<file path="src/rtl/rxwb_pkg.sv">
// Shared descriptor type and field positions for the write-back coalescer.
package rxwb_pkg;
    localparam int DESC_W   = 128;
    localparam int ADDR_W   = 64;   // buffer address occupies bits [63:0]
    localparam int DONE_BIT = 96;   // bit 0 of the status byte [103:96]

    typedef logic [DESC_W-1:0] desc_t;

    // Null descriptors (zero buffer address) get only their done flag set.
    function automatic desc_t fix_null(desc_t d);
        desc_t r;
        r = d;
        if (d[ADDR_W-1:0] == '0) r[DONE_BIT] = 1'b1;
        return r;
    endfunction
endpackage

</file>
<file path="src/rtl/rxwb_timer.sv">
// Write-back timer: counts a programmed number of prescaled ticks after a
// start request and then raises a sticky expired flag.
// Assumes start_i and stop_i are never both high.
// stop_i clears everything, and a delay of zero never starts the timer.
module rxwb_timer #(
    parameter int PRESCALE = 4,
    parameter int DLY_W    = 15
) (
    input  logic             clk,
    input  logic             rst_n,
    input  logic             start_i,
    input  logic             stop_i,
    input  logic [DLY_W-1:0] delay_i,
    output logic             running_o,
    output logic             expired_o
);
    localparam int PRE_W = (PRESCALE > 1) ? $clog2(PRESCALE) : 1;

    logic [PRE_W-1:0] pre_q;
    logic [DLY_W-1:0] rem_q;

    // Prescaler and tick countdown; stop wins, start only from idle.
    always_ff @(posedge clk) begin
        if (!rst_n) begin
            running_o <= 1'b0;
            expired_o <= 1'b0;
            pre_q     <= '0;
            rem_q     <= '0;
        end else if (stop_i) begin
            running_o <= 1'b0;
            expired_o <= 1'b0;
            pre_q     <= '0;
        end else if (start_i && !running_o && !expired_o && delay_i != '0) begin
            running_o <= 1'b1;
            rem_q     <= delay_i;
            pre_q     <= '0;
        end else if (running_o) begin
            if (pre_q == PRE_W'(PRESCALE - 1)) begin
                pre_q <= '0;
                if (rem_q == DLY_W'(1)) begin
                    running_o <= 1'b0;
                    expired_o <= 1'b1;
                end else begin
                    rem_q <= rem_q - 1'b1;
                end
            end else begin
                pre_q <= pre_q + 1'b1;
            end
        end
    end

    p_exp_idle_r3: assert property (@(posedge clk) disable iff (!rst_n)
        expired_o |-> !running_o);
    p_rem_live_r3: assert property (@(posedge clk) disable iff (!rst_n)
        running_o |-> rem_q != '0);
endmodule

</file>
<file path="src/rtl/rxwb_acc.sv">
// Accumulation bank: stores up to DEPTH descriptors in arrival order.
// Assumes push_i is never raised when the bank is full or together with clear_i.
module rxwb_acc
    import rxwb_pkg::*;
#(
    parameter int DEPTH = 4
) (
    input  logic                         clk,
    input  logic                         rst_n,
    input  logic                         push_i,
    input  desc_t                        desc_i,
    input  logic                         clear_i,
    output logic [$clog2(DEPTH+1)-1:0]   cnt_o,
    output logic [DEPTH*DESC_W-1:0]      flat_o
);
    localparam int CNT_W = $clog2(DEPTH+1);

    // Fill level of the bank.
    always_ff @(posedge clk) begin
        if (!rst_n)       cnt_o <= '0;
        else if (clear_i) cnt_o <= '0;
        else if (push_i)  cnt_o <= cnt_o + 1'b1;
    end

    for (genvar g = 0; g < DEPTH; g++) begin : g_slot
        // Slot g captures the descriptor pushed while the fill level equals g.
        always_ff @(posedge clk) begin
            if (!rst_n)
                flat_o[g*DESC_W +: DESC_W] <= '0;
            else if (push_i && cnt_o == CNT_W'(g))
                flat_o[g*DESC_W +: DESC_W] <= desc_i;
        end
    end

    p_no_overflow_r1: assert property (@(posedge clk) disable iff (!rst_n)
        push_i |-> cnt_o < CNT_W'(DEPTH));
    p_push_clear_excl_r8: assert property (@(posedge clk) disable iff (!rst_n)
        !(push_i && clear_i));
endmodule

</file>
<file path="src/rtl/rxwb_coalescer.sv">
// Receive descriptor write-back coalescer. It gathers completed descriptors
// and hands them to the memory side as one burst. A burst is triggered by the
// threshold, by the write-back timer, or by a software flush. A second (output)
// bank holds the burst in flight while gathering goes on.
// Assumes the memory side consumes bursts in order.
module rxwb_coalescer
    import rxwb_pkg::*;
#(
    parameter int MAX_BURST = 4,
    parameter int RING_SIZE = 16,
    parameter int PRESCALE  = 4,
    parameter int DLY_W     = 15
) (
    input  logic                             clk,
    input  logic                             rst_n,
    input  logic                             rx_valid,
    output logic                             rx_ready,
    input  logic [127:0]                     rx_desc,
    input  logic                             cfg_we,
    input  logic                             cfg_sel,
    input  logic [15:0]                      cfg_wdata,
    output logic                             wb_valid,
    input  logic                             wb_ready,
    output logic [$clog2(RING_SIZE)-1:0]     wb_start,
    output logic [$clog2(MAX_BURST+1)-1:0]   wb_count,
    output logic [MAX_BURST*128-1:0]         wb_data,
    output logic                             tmr_irq
);
    localparam int CNT_W = $clog2(MAX_BURST+1);
    localparam int IDX_W = $clog2(RING_SIZE);

    logic [15:0]              thr_q;
    logic [DLY_W-1:0]         dly_q;
    logic                     swf_q;
    logic [IDX_W-1:0]         idx_q, idx_nx;
    logic [CNT_W-1:0]         acc_cnt, thr_eff;
    logic [MAX_BURST*128-1:0] acc_flat;
    logic                     tmr_run, tmr_exp;
    logic                     flush_due, do_flush, push;
    logic                     tmr_wr;
    int unsigned              idx_sum;

    // Clamp the threshold register to 1..MAX_BURST.
    always_comb begin
        if (thr_q == '0)                  thr_eff = CNT_W'(1);
        else if (thr_q >= 16'(MAX_BURST)) thr_eff = CNT_W'(MAX_BURST);
        else                              thr_eff = thr_q[CNT_W-1:0];
    end

    // A flush is due for any trigger; it moves out only when the output bank is free.
    always_comb begin
        flush_due = (acc_cnt != '0) && ((acc_cnt >= thr_eff) || tmr_exp || swf_q);
        do_flush  = flush_due && !wb_valid;
        rx_ready  = (acc_cnt < CNT_W'(MAX_BURST)) && !do_flush;
        push      = rx_valid && rx_ready;
        tmr_wr    = cfg_we && !cfg_sel;
    end

    // Ring index of the next burst, wrapping at RING_SIZE.
    always_comb begin
        idx_sum = int'(idx_q) + int'(acc_cnt);
        if (idx_sum >= RING_SIZE) idx_sum = idx_sum - RING_SIZE;
        idx_nx = IDX_W'(idx_sum);
    end

    // Configuration registers and the pending software flush request.
    always_ff @(posedge clk) begin
        if (!rst_n) begin
            thr_q <= '0;
            dly_q <= '0;
            swf_q <= 1'b0;
        end else begin
            if (cfg_we && cfg_sel) thr_q <= cfg_wdata;
            if (tmr_wr && !cfg_wdata[15]) dly_q <= cfg_wdata[DLY_W-1:0];
            if (tmr_wr && cfg_wdata[15])          swf_q <= 1'b1;
            else if (do_flush || acc_cnt == '0)   swf_q <= 1'b0;
        end
    end

    rxwb_acc #(.DEPTH(MAX_BURST)) u_acc (
        .clk     (clk),
        .rst_n   (rst_n),
        .push_i  (push),
        .desc_i  (fix_null(rx_desc)),
        .clear_i (do_flush),
        .cnt_o   (acc_cnt),
        .flat_o  (acc_flat)
    );

    rxwb_timer #(.PRESCALE(PRESCALE), .DLY_W(DLY_W)) u_tmr (
        .clk       (clk),
        .rst_n     (rst_n),
        .start_i   (push),
        .stop_i    (do_flush),
        .delay_i   (dly_q),
        .running_o (tmr_run),
        .expired_o (tmr_exp)
    );

    // Output bank: load on flush, hold until the memory side accepts.
    always_ff @(posedge clk) begin
        if (!rst_n) begin
            wb_valid <= 1'b0;
            wb_start <= '0;
            wb_count <= '0;
            wb_data  <= '0;
            idx_q    <= '0;
            tmr_irq  <= 1'b0;
        end else begin
            tmr_irq <= do_flush && tmr_exp;
            if (do_flush) begin
                wb_valid <= 1'b1;
                wb_start <= idx_q;
                wb_count <= acc_cnt;
                wb_data  <= acc_flat;
                idx_q    <= idx_nx;
            end else if (wb_valid && wb_ready) begin
                wb_valid <= 1'b0;
            end
        end
    end

    p_hold_stable_r7: assert property (@(posedge clk) disable iff (!rst_n)
        wb_valid && !wb_ready |=> wb_valid && $stable(wb_start)
                                  && $stable(wb_count) && $stable(wb_data));
    p_count_range_r2: assert property (@(posedge clk) disable iff (!rst_n)
        wb_valid |-> wb_count != '0 && wb_count <= CNT_W'(MAX_BURST));
    p_irq_on_burst_r4: assert property (@(posedge clk) disable iff (!rst_n)
        tmr_irq |-> $rose(wb_valid));
    p_timer_pending_r3: assert property (@(posedge clk) disable iff (!rst_n)
        tmr_run |-> acc_cnt != '0);
    p_flush_clears_r10: assert property (@(posedge clk) disable iff (!rst_n)
        do_flush |=> !tmr_run && !tmr_exp);
    p_gather_in_flight_r8: assert property (@(posedge clk) disable iff (!rst_n)
        wb_valid && !wb_ready && push |=> acc_cnt == $past(acc_cnt) + 1'b1);
endmodule

</file>
<file path="config.mk">
export PLATFORM = sky130hd
export DESIGN_NAME = rxwb_coalescer
export DESIGN_NICKNAME = d
export VERILOG_FILES = /design/src/rtl/rxwb_pkg.sv /design/src/rtl/rxwb_timer.sv /design/src/rtl/rxwb_acc.sv /design/src/rtl/rxwb_coalescer.sv
export SDC_FILE = /design/constraint.sdc
export NUM_CORES = 2
export LEC_CHECK = 0
export BUFFER_PORTS_ARGS = -buffer_cell sky130_fd_sc_hd__buf_2
export CAP_MARGIN = 20
export CORE_UTILIZATION = 41
export CTS_BUF_LIST = sky130_fd_sc_hd__clkbuf_8 sky130_fd_sc_hd__clkbuf_16
export CTS_CLUSTER_DIAMETER = 30
export CTS_CLUSTER_SIZE = 14
export DETAILED_ROUTE_END_ITERATION = 16
export GPL_TIMING_DRIVEN = 0
export PLACE_DENSITY = 0.57
export SLEW_MARGIN = 20
export SYNTH_ARGS = -nofsm -noshare
export SYNTH_HDL_FRONTEND = slang
export SYNTH_SLANG_ARGS = --single-unit
</file>
<file path="constraint.sdc">
create_clock -name clk -period 4.1 [get_ports clk]
set_input_delay 0.82 -clock clk [delete_from_list [all_inputs] [get_ports clk]]
set_output_delay 0.82 -clock clk [all_outputs]
set_load 0.02 [all_outputs]
</file>
* Yosys cells after proc, flatten, opt, wreduce, memory -nomap -nowiden
Cells that the tools add are included.
** Word-level totals
- Bits in registers :: 1091
- Input bits :: 150
- Output and inout port bits :: 522
- Word-level logic and storage cells :: 92
** Operators by class
- Add/subtract/negate cells :: 5
- Magnitude comparators :: 4
- Equal/unequal tests :: 6
- Mux-type cells :: 17
- Bitwise operators :: 3
- Reductions and logical operators :: 39
** Operator list (count)
- 64-bit zero test :: 1
- 15-bit 2-to-1 mux :: 4
- 1-bit logical AND :: 17
- 16-bit by 3-bit >= comparator with 1-bit output (second input constant) :: 1
- 16-bit zero test :: 1
- 15-bit by 1-bit == test with 1-bit output (second input constant) :: 1
- 15-bit nonzero test :: 1
- 15-bit by 1-bit subtractor with 15-bit output (second input constant) :: 1
- 1-bit 2-to-1 mux :: 9
- 4-bit AND reduction :: 2
- 2-bit nonzero test :: 4
- 3-bit by 2-bit == test with 1-bit output (second input constant) :: 2
- 1-bit zero test :: 6
- 3-bit 2-to-1 mux :: 2
- 4-bit by 3-bit adder with 5-bit output :: 1
- 5-bit >= comparator (second input constant) :: 1
- 4-bit 2-to-1 mux :: 1
- 4-bit by 1-bit subtractor with 4-bit output (second input constant) :: 1
- 3-bit by 1-bit adder with 3-bit output (second input constant) :: 1
- 3-bit by 1-bit == test with 1-bit output (second input constant) :: 1
- 3-bit >= comparator :: 1
- 3-bit zero test :: 1
- 1-bit logical OR :: 3
- 3-bit < comparator (second input constant) :: 1
- 8 further kinds :: 10

* Depth between registers and ports, before layout
- Word-level depth :: 16
- Mapped depth :: 14

* Modules after synthesis
A second synthesis with hierarchy kept.
** Second synthesis, totals
- Cell total of the unflattened synthesis :: 4603
- Area, all modules :: 43073.8 µm²
** Modules (own cells, without submodules)
- rxwb_coalescer :: times used 1, cells each 2466, area each 22161.3 µm², seq. area each 11150.7 µm²
- rxwb_acc :: times used 1, cells each 1985, area each 19692.6 µm², seq. area each 10309.9 µm²
- rxwb_timer :: times used 1, cells each 152, area each 1219.9 µm², seq. area each 380.4 µm²

* Least setup slack after synthesis
OpenSTA, ideal clock, no wires.
- Kind :: register to output
- From :: register thr_q[15]
- To :: output rx_ready
- Arrival time :: 2.905 ns
- Data required time :: 3.280 ns
- Setup slack :: 0.375 ns
- Stages on the path, launching flop included :: 11
- Path buffers :: 2
- Cell sequence :: dfxtp_1 > or4_1 > nor4_1 > nand2_1 > ha_1 > or4_1 > a21oi_4 > nor2_4 > buf_2 > clkbuf_1 > nor2_1
** On the way
- Word-level cells in the longest chain between the ends :: 10
- Elaborated cells between the ends (all ways) :: 11
- Those cells by class :: order compare: 2; mux: 2; reduce/logical: 7
** RTL lines
- start: declaration :: line rxwb_coalescer.sv:32 : logic [15:0] thr_q;
- start signal: assignment :: line rxwb_coalescer.sv:73 : if (cfg_we && cfg_sel) thr_q <= cfg_wdata;
- 16-bit by 3-bit >= comparator with 1-bit output :: line rxwb_coalescer.sv:46 : else if (thr_q >= 16'(MAX_BURST)) thr_eff = CNT_W'(MAX_BURST);
- 3-bit 2-to-1 mux :: line rxwb_coalescer.sv:46
- 3-bit 2-to-1 mux (*) :: line rxwb_coalescer.sv:45 : if (thr_q == '0) thr_eff = CNT_W'(1);
- 3-bit >= comparator (*) :: line rxwb_coalescer.sv:52 : flush_due = (acc_cnt != '0) && ((acc_cnt >= thr_eff) || tmr_exp || swf_q);
- 1-bit logical OR (*) (2 in a row) :: line rxwb_coalescer.sv:52
- 1-bit logical AND (*) :: line rxwb_coalescer.sv:52
- 1-bit logical AND (*) :: line rxwb_coalescer.sv:53 : do_flush = flush_due && !wb_valid;
- 1-bit zero test (*) :: line rxwb_coalescer.sv:54 : rx_ready = (acc_cnt < CNT_W'(MAX_BURST)) && !do_flush;
- 1-bit logical AND (*) :: line rxwb_coalescer.sv:54
- end: declaration :: line rxwb_coalescer.sv:17 : output logic rx_ready,
Every way passes the cells marked *; elsewhere a longest branch is shown, timed or not.

* Worst setup path in the final report
- From :: register thr_q[4]
- To :: output rx_ready
The elaborated chain is that of the path after synthesis.

==> impl_metrics.tcl <==
set metrics [dict create \
    worst_slack_ns 0.0114 \
    die_h_um 318 \
    postRouteAntennaNets 0 \
    drc 0 \
    synthesis.area_um2 40900 \
    cts_max_path_buffers 3 \
    clock_skew_ns 0.0448 \
    relSlewSlack_pct 30.7 \
    synth_edf_count 0 \
    wirelength_um 150000 \
    power.total_uw 34600 \
    cap_violations 0 \
    ys_seq_area_share_pct 53.4 \
    htree_levels 4 \
    rsz0062_at_grt "yes" \
    synth_seq_cells 1091 \
    ys_dominant_reg_cell "dfxtp_1" \
    period_needed_ns 4.09 \
    cts_hold_buf 0 \
    io_pins 672 \
    vdd_drop_max_uv 415 \
    initial_core_util_pct 41.5 \
    root_buffer "clkbuf_16" \
    r2r_cells 13 \
    utilization_pct 55.8 \
    first_pass_iters 5 \
    synth_cells 4853 \
    fillCellCount 9447 \
    reg2reg_setup_slack_ns 0.16 \
    yosysWarnings 0 \
    min_period_over_period_pct 99.7 \
    drt-initial-drc-count 2215 \
    overflow 0 \
    antenna_found_initial 6 \
    cts_inserted_buffers 231 \
    cp_max_fo 3 \
    clk_pin_slew_worst_paths_ns 0.04 \
    vias 36208 \
    min_path_cells 3 \
    dp_hpwl_um 111000 \
    p_per_area_nw_per_um2 629 \
    grt_pass1_wl_um 222000 \
    coreArea_um2 98600 \
    die_area_um2 101000 \
    syn_avg_cell_area_um2 8.43 \
    crit_path_end_kind "output pin" \
    ys_types 50 \
    tightest_slew_ns 1.04 \
    grt_pass1_vias 35234 \
    grt_usage_pct 29.1 \
    timing.final.max_slew_violations 0 \
    drive_gt1_share_pct 20.7 \
    clock_latency_ns 0.80 \
    leakage_uw 0.0216 \
    gp_congestion 0.890 \
    die_w_um 318 \
    nets 5930 \
    fmax_ghz 0.245 \
    synthesis.nets 5018 \
    layout_common_cells "nand2_1, dfxtp_1, a21boi_0" \
    cp.required_ns 3.28 \
    grt_max_degree 17 \
    pre_cts_ws_ns -0.471 \
    port_buffers 670 \
    hold_path_class "in -> reg" \
    area_delta_synth_final_pct 34.3 \
    synthArstFlopShare_pct 0 \
    row_count 115 \
    setup_viol 0 \
    arrival_ns 3.27 \
    post_drt_wl_per_cell_um 20.7 \
    cp-start-kind "flip-flop" \
    cts_tree "built" \
    final_common_cell "nand2_1" \
    final-hold-violation-count 0 \
    clock-sinks 1091 \
    viasPerCell 4.99 \
    status "finished, final reports clean" \
    crit_type "reg -> out" \
]
==> layer usage <==
layer	track usage (%)	share of wire [%]
met4	10.9	3.4
met5	0	0.0053
met1	35.3	42
met2	48.6	47
met3	8.62	7.7
==> state kept, by name (all words and copies together), names as in the netlist <==
register,flops
thr_q,16
idx_q,4
tmr_irq,1
u_tmr.rem_q,15
u_acc.flat_o,512
wb_data,512
wb_start,4
wb_valid,1
u_tmr.expired_o,1
u_tmr.pre_q,2
u_acc.cnt_o,3
wb_count,3
dly_q,15
swf_q,1
u_tmr.running_o,1
==> cells by family (layout without fill, tap and decap cells) <==
logic type	Yosys count	in the layout	share of synthesized area, %
AND/OR/NAND/NOR	2236	2236	21.1
AO/OA/AOI/OAI	1129	1129	20.6
flip-flops	1091	1091	53.4
buffers and inverters	374	1488	4.28
adder cells (fa/ha/maj)	15	15	0.477
XOR/XNOR	6	6	0.128
multiplexers	2	2	0.0489
other	0	4	0
==> path summary, 6_finish.rpt <==
kind,start,endpoint
worst max-delay path,thr_q[4],rx_ready
worst min-delay path,cfg_wdata[13],thr_q[13]
worst max register to register,thr_q[4],u_acc.flat_o[350]
worst min register to register,u_acc.flat_o[266],wb_data[266]
==> where the power goes <==
| part | leakage, µW | switching (µW) | internal [µW] |
|---|---|---|---|
| sequential | 0.00882 | 200 | 11000 |
| combinational | 0.00834 | 1910 | 781 |
| clock | 0.00440 | 6230 | 14500 |
==> metrics by stage <==
stage / cells / hold WS (ns) / cell area [µm²] / TNS [ns]
2_1_floorplan: 4853 / 0.428 / 40900 / 0
3_3_place_gp: 6810 / 0.438 / 45900 / -117.25
3_5_place_dp: 6815 / 0.441 / 46000 / -18.57
4_1_cts: 7254 / 0.259 / 54900 / -0.00758
5_1_grt: 7254 / 0.296 / 55000 / -0.0948
6_report: 7258 / 0.313 / 55000 / 0
==> cells in the mapped netlist (4+ instances only) <==
library cell	count	area, µm²
nor4_1	27	169
or4_1	7	52.6
a21boi_0	862	6470
dfxtp_1	1091	21800
a21boi_1	200	1500
nand4_1	8	50.1
nor3_1	12	60.1
o21ai_0	11	55.1
o211ai_1	5	37.5
buf_6	23	259
ha_1	14	175
nand2_1	2141	8040
or3_1	5	31.3
nor2_1	9	33.8
clkbuf_1	244	916
a22oi_1	5	37.5
a31oi_1	4	25.0
and2_1	6	37.5
a21oi_1	13	65.1
buf_2	74	370
inv_1	9	33.8
buf_4	22	165
o211a_1	4	40.0
nand3_1	4	20.0
o22ai_1	8	50.1
xor2_1	4	35.0
==> layout make-up <==
type / count / area [µm²] / share of cell area [%]
multi-input cells: 3388 / 17400 / 31.6
diodes: 4 / 10.0 / 0.0182
repair buffers: 680 / 3530 / 6.43
inverters: 9 / 33.8 / 0.0615
clock inverters: 163 / 2410 / 4.38
plain buffers: 364 / 1750 / 3.19
well taps: 1287 / 1610 / 2.93
clock buffers: 272 / 6390 / 11.6
flip-flops and latches: 1091 / 21800 / 39.7
==> repair_timing <==
| item | 4_1_cts | 5_1_grt |
|---|---|---|
| gates cloned | 0 | 0 |
| setup buffers | 5 | 0 |
| pin swaps | 7 | 0 |
| endpoints found under the setup margin | 498 | 2 |
| resized for setup | 16 | 4 |
| hold endpoints to repair | 0 | 0 |
==> critical path, cell delays in order, from the launching register on <==
cell and delay (ns):
dfxtp_1 0.31, or4_4 0.56, nor4_4 0.27, nand2_1 0.12
ha_2 0.18, or4_4 0.43, a21oi_4 0.19, nor2_4 0.06
clkbuf_16 0.15, nor2_4 0.09, buf_6 0.13
(Power assumes the default switching activity.)
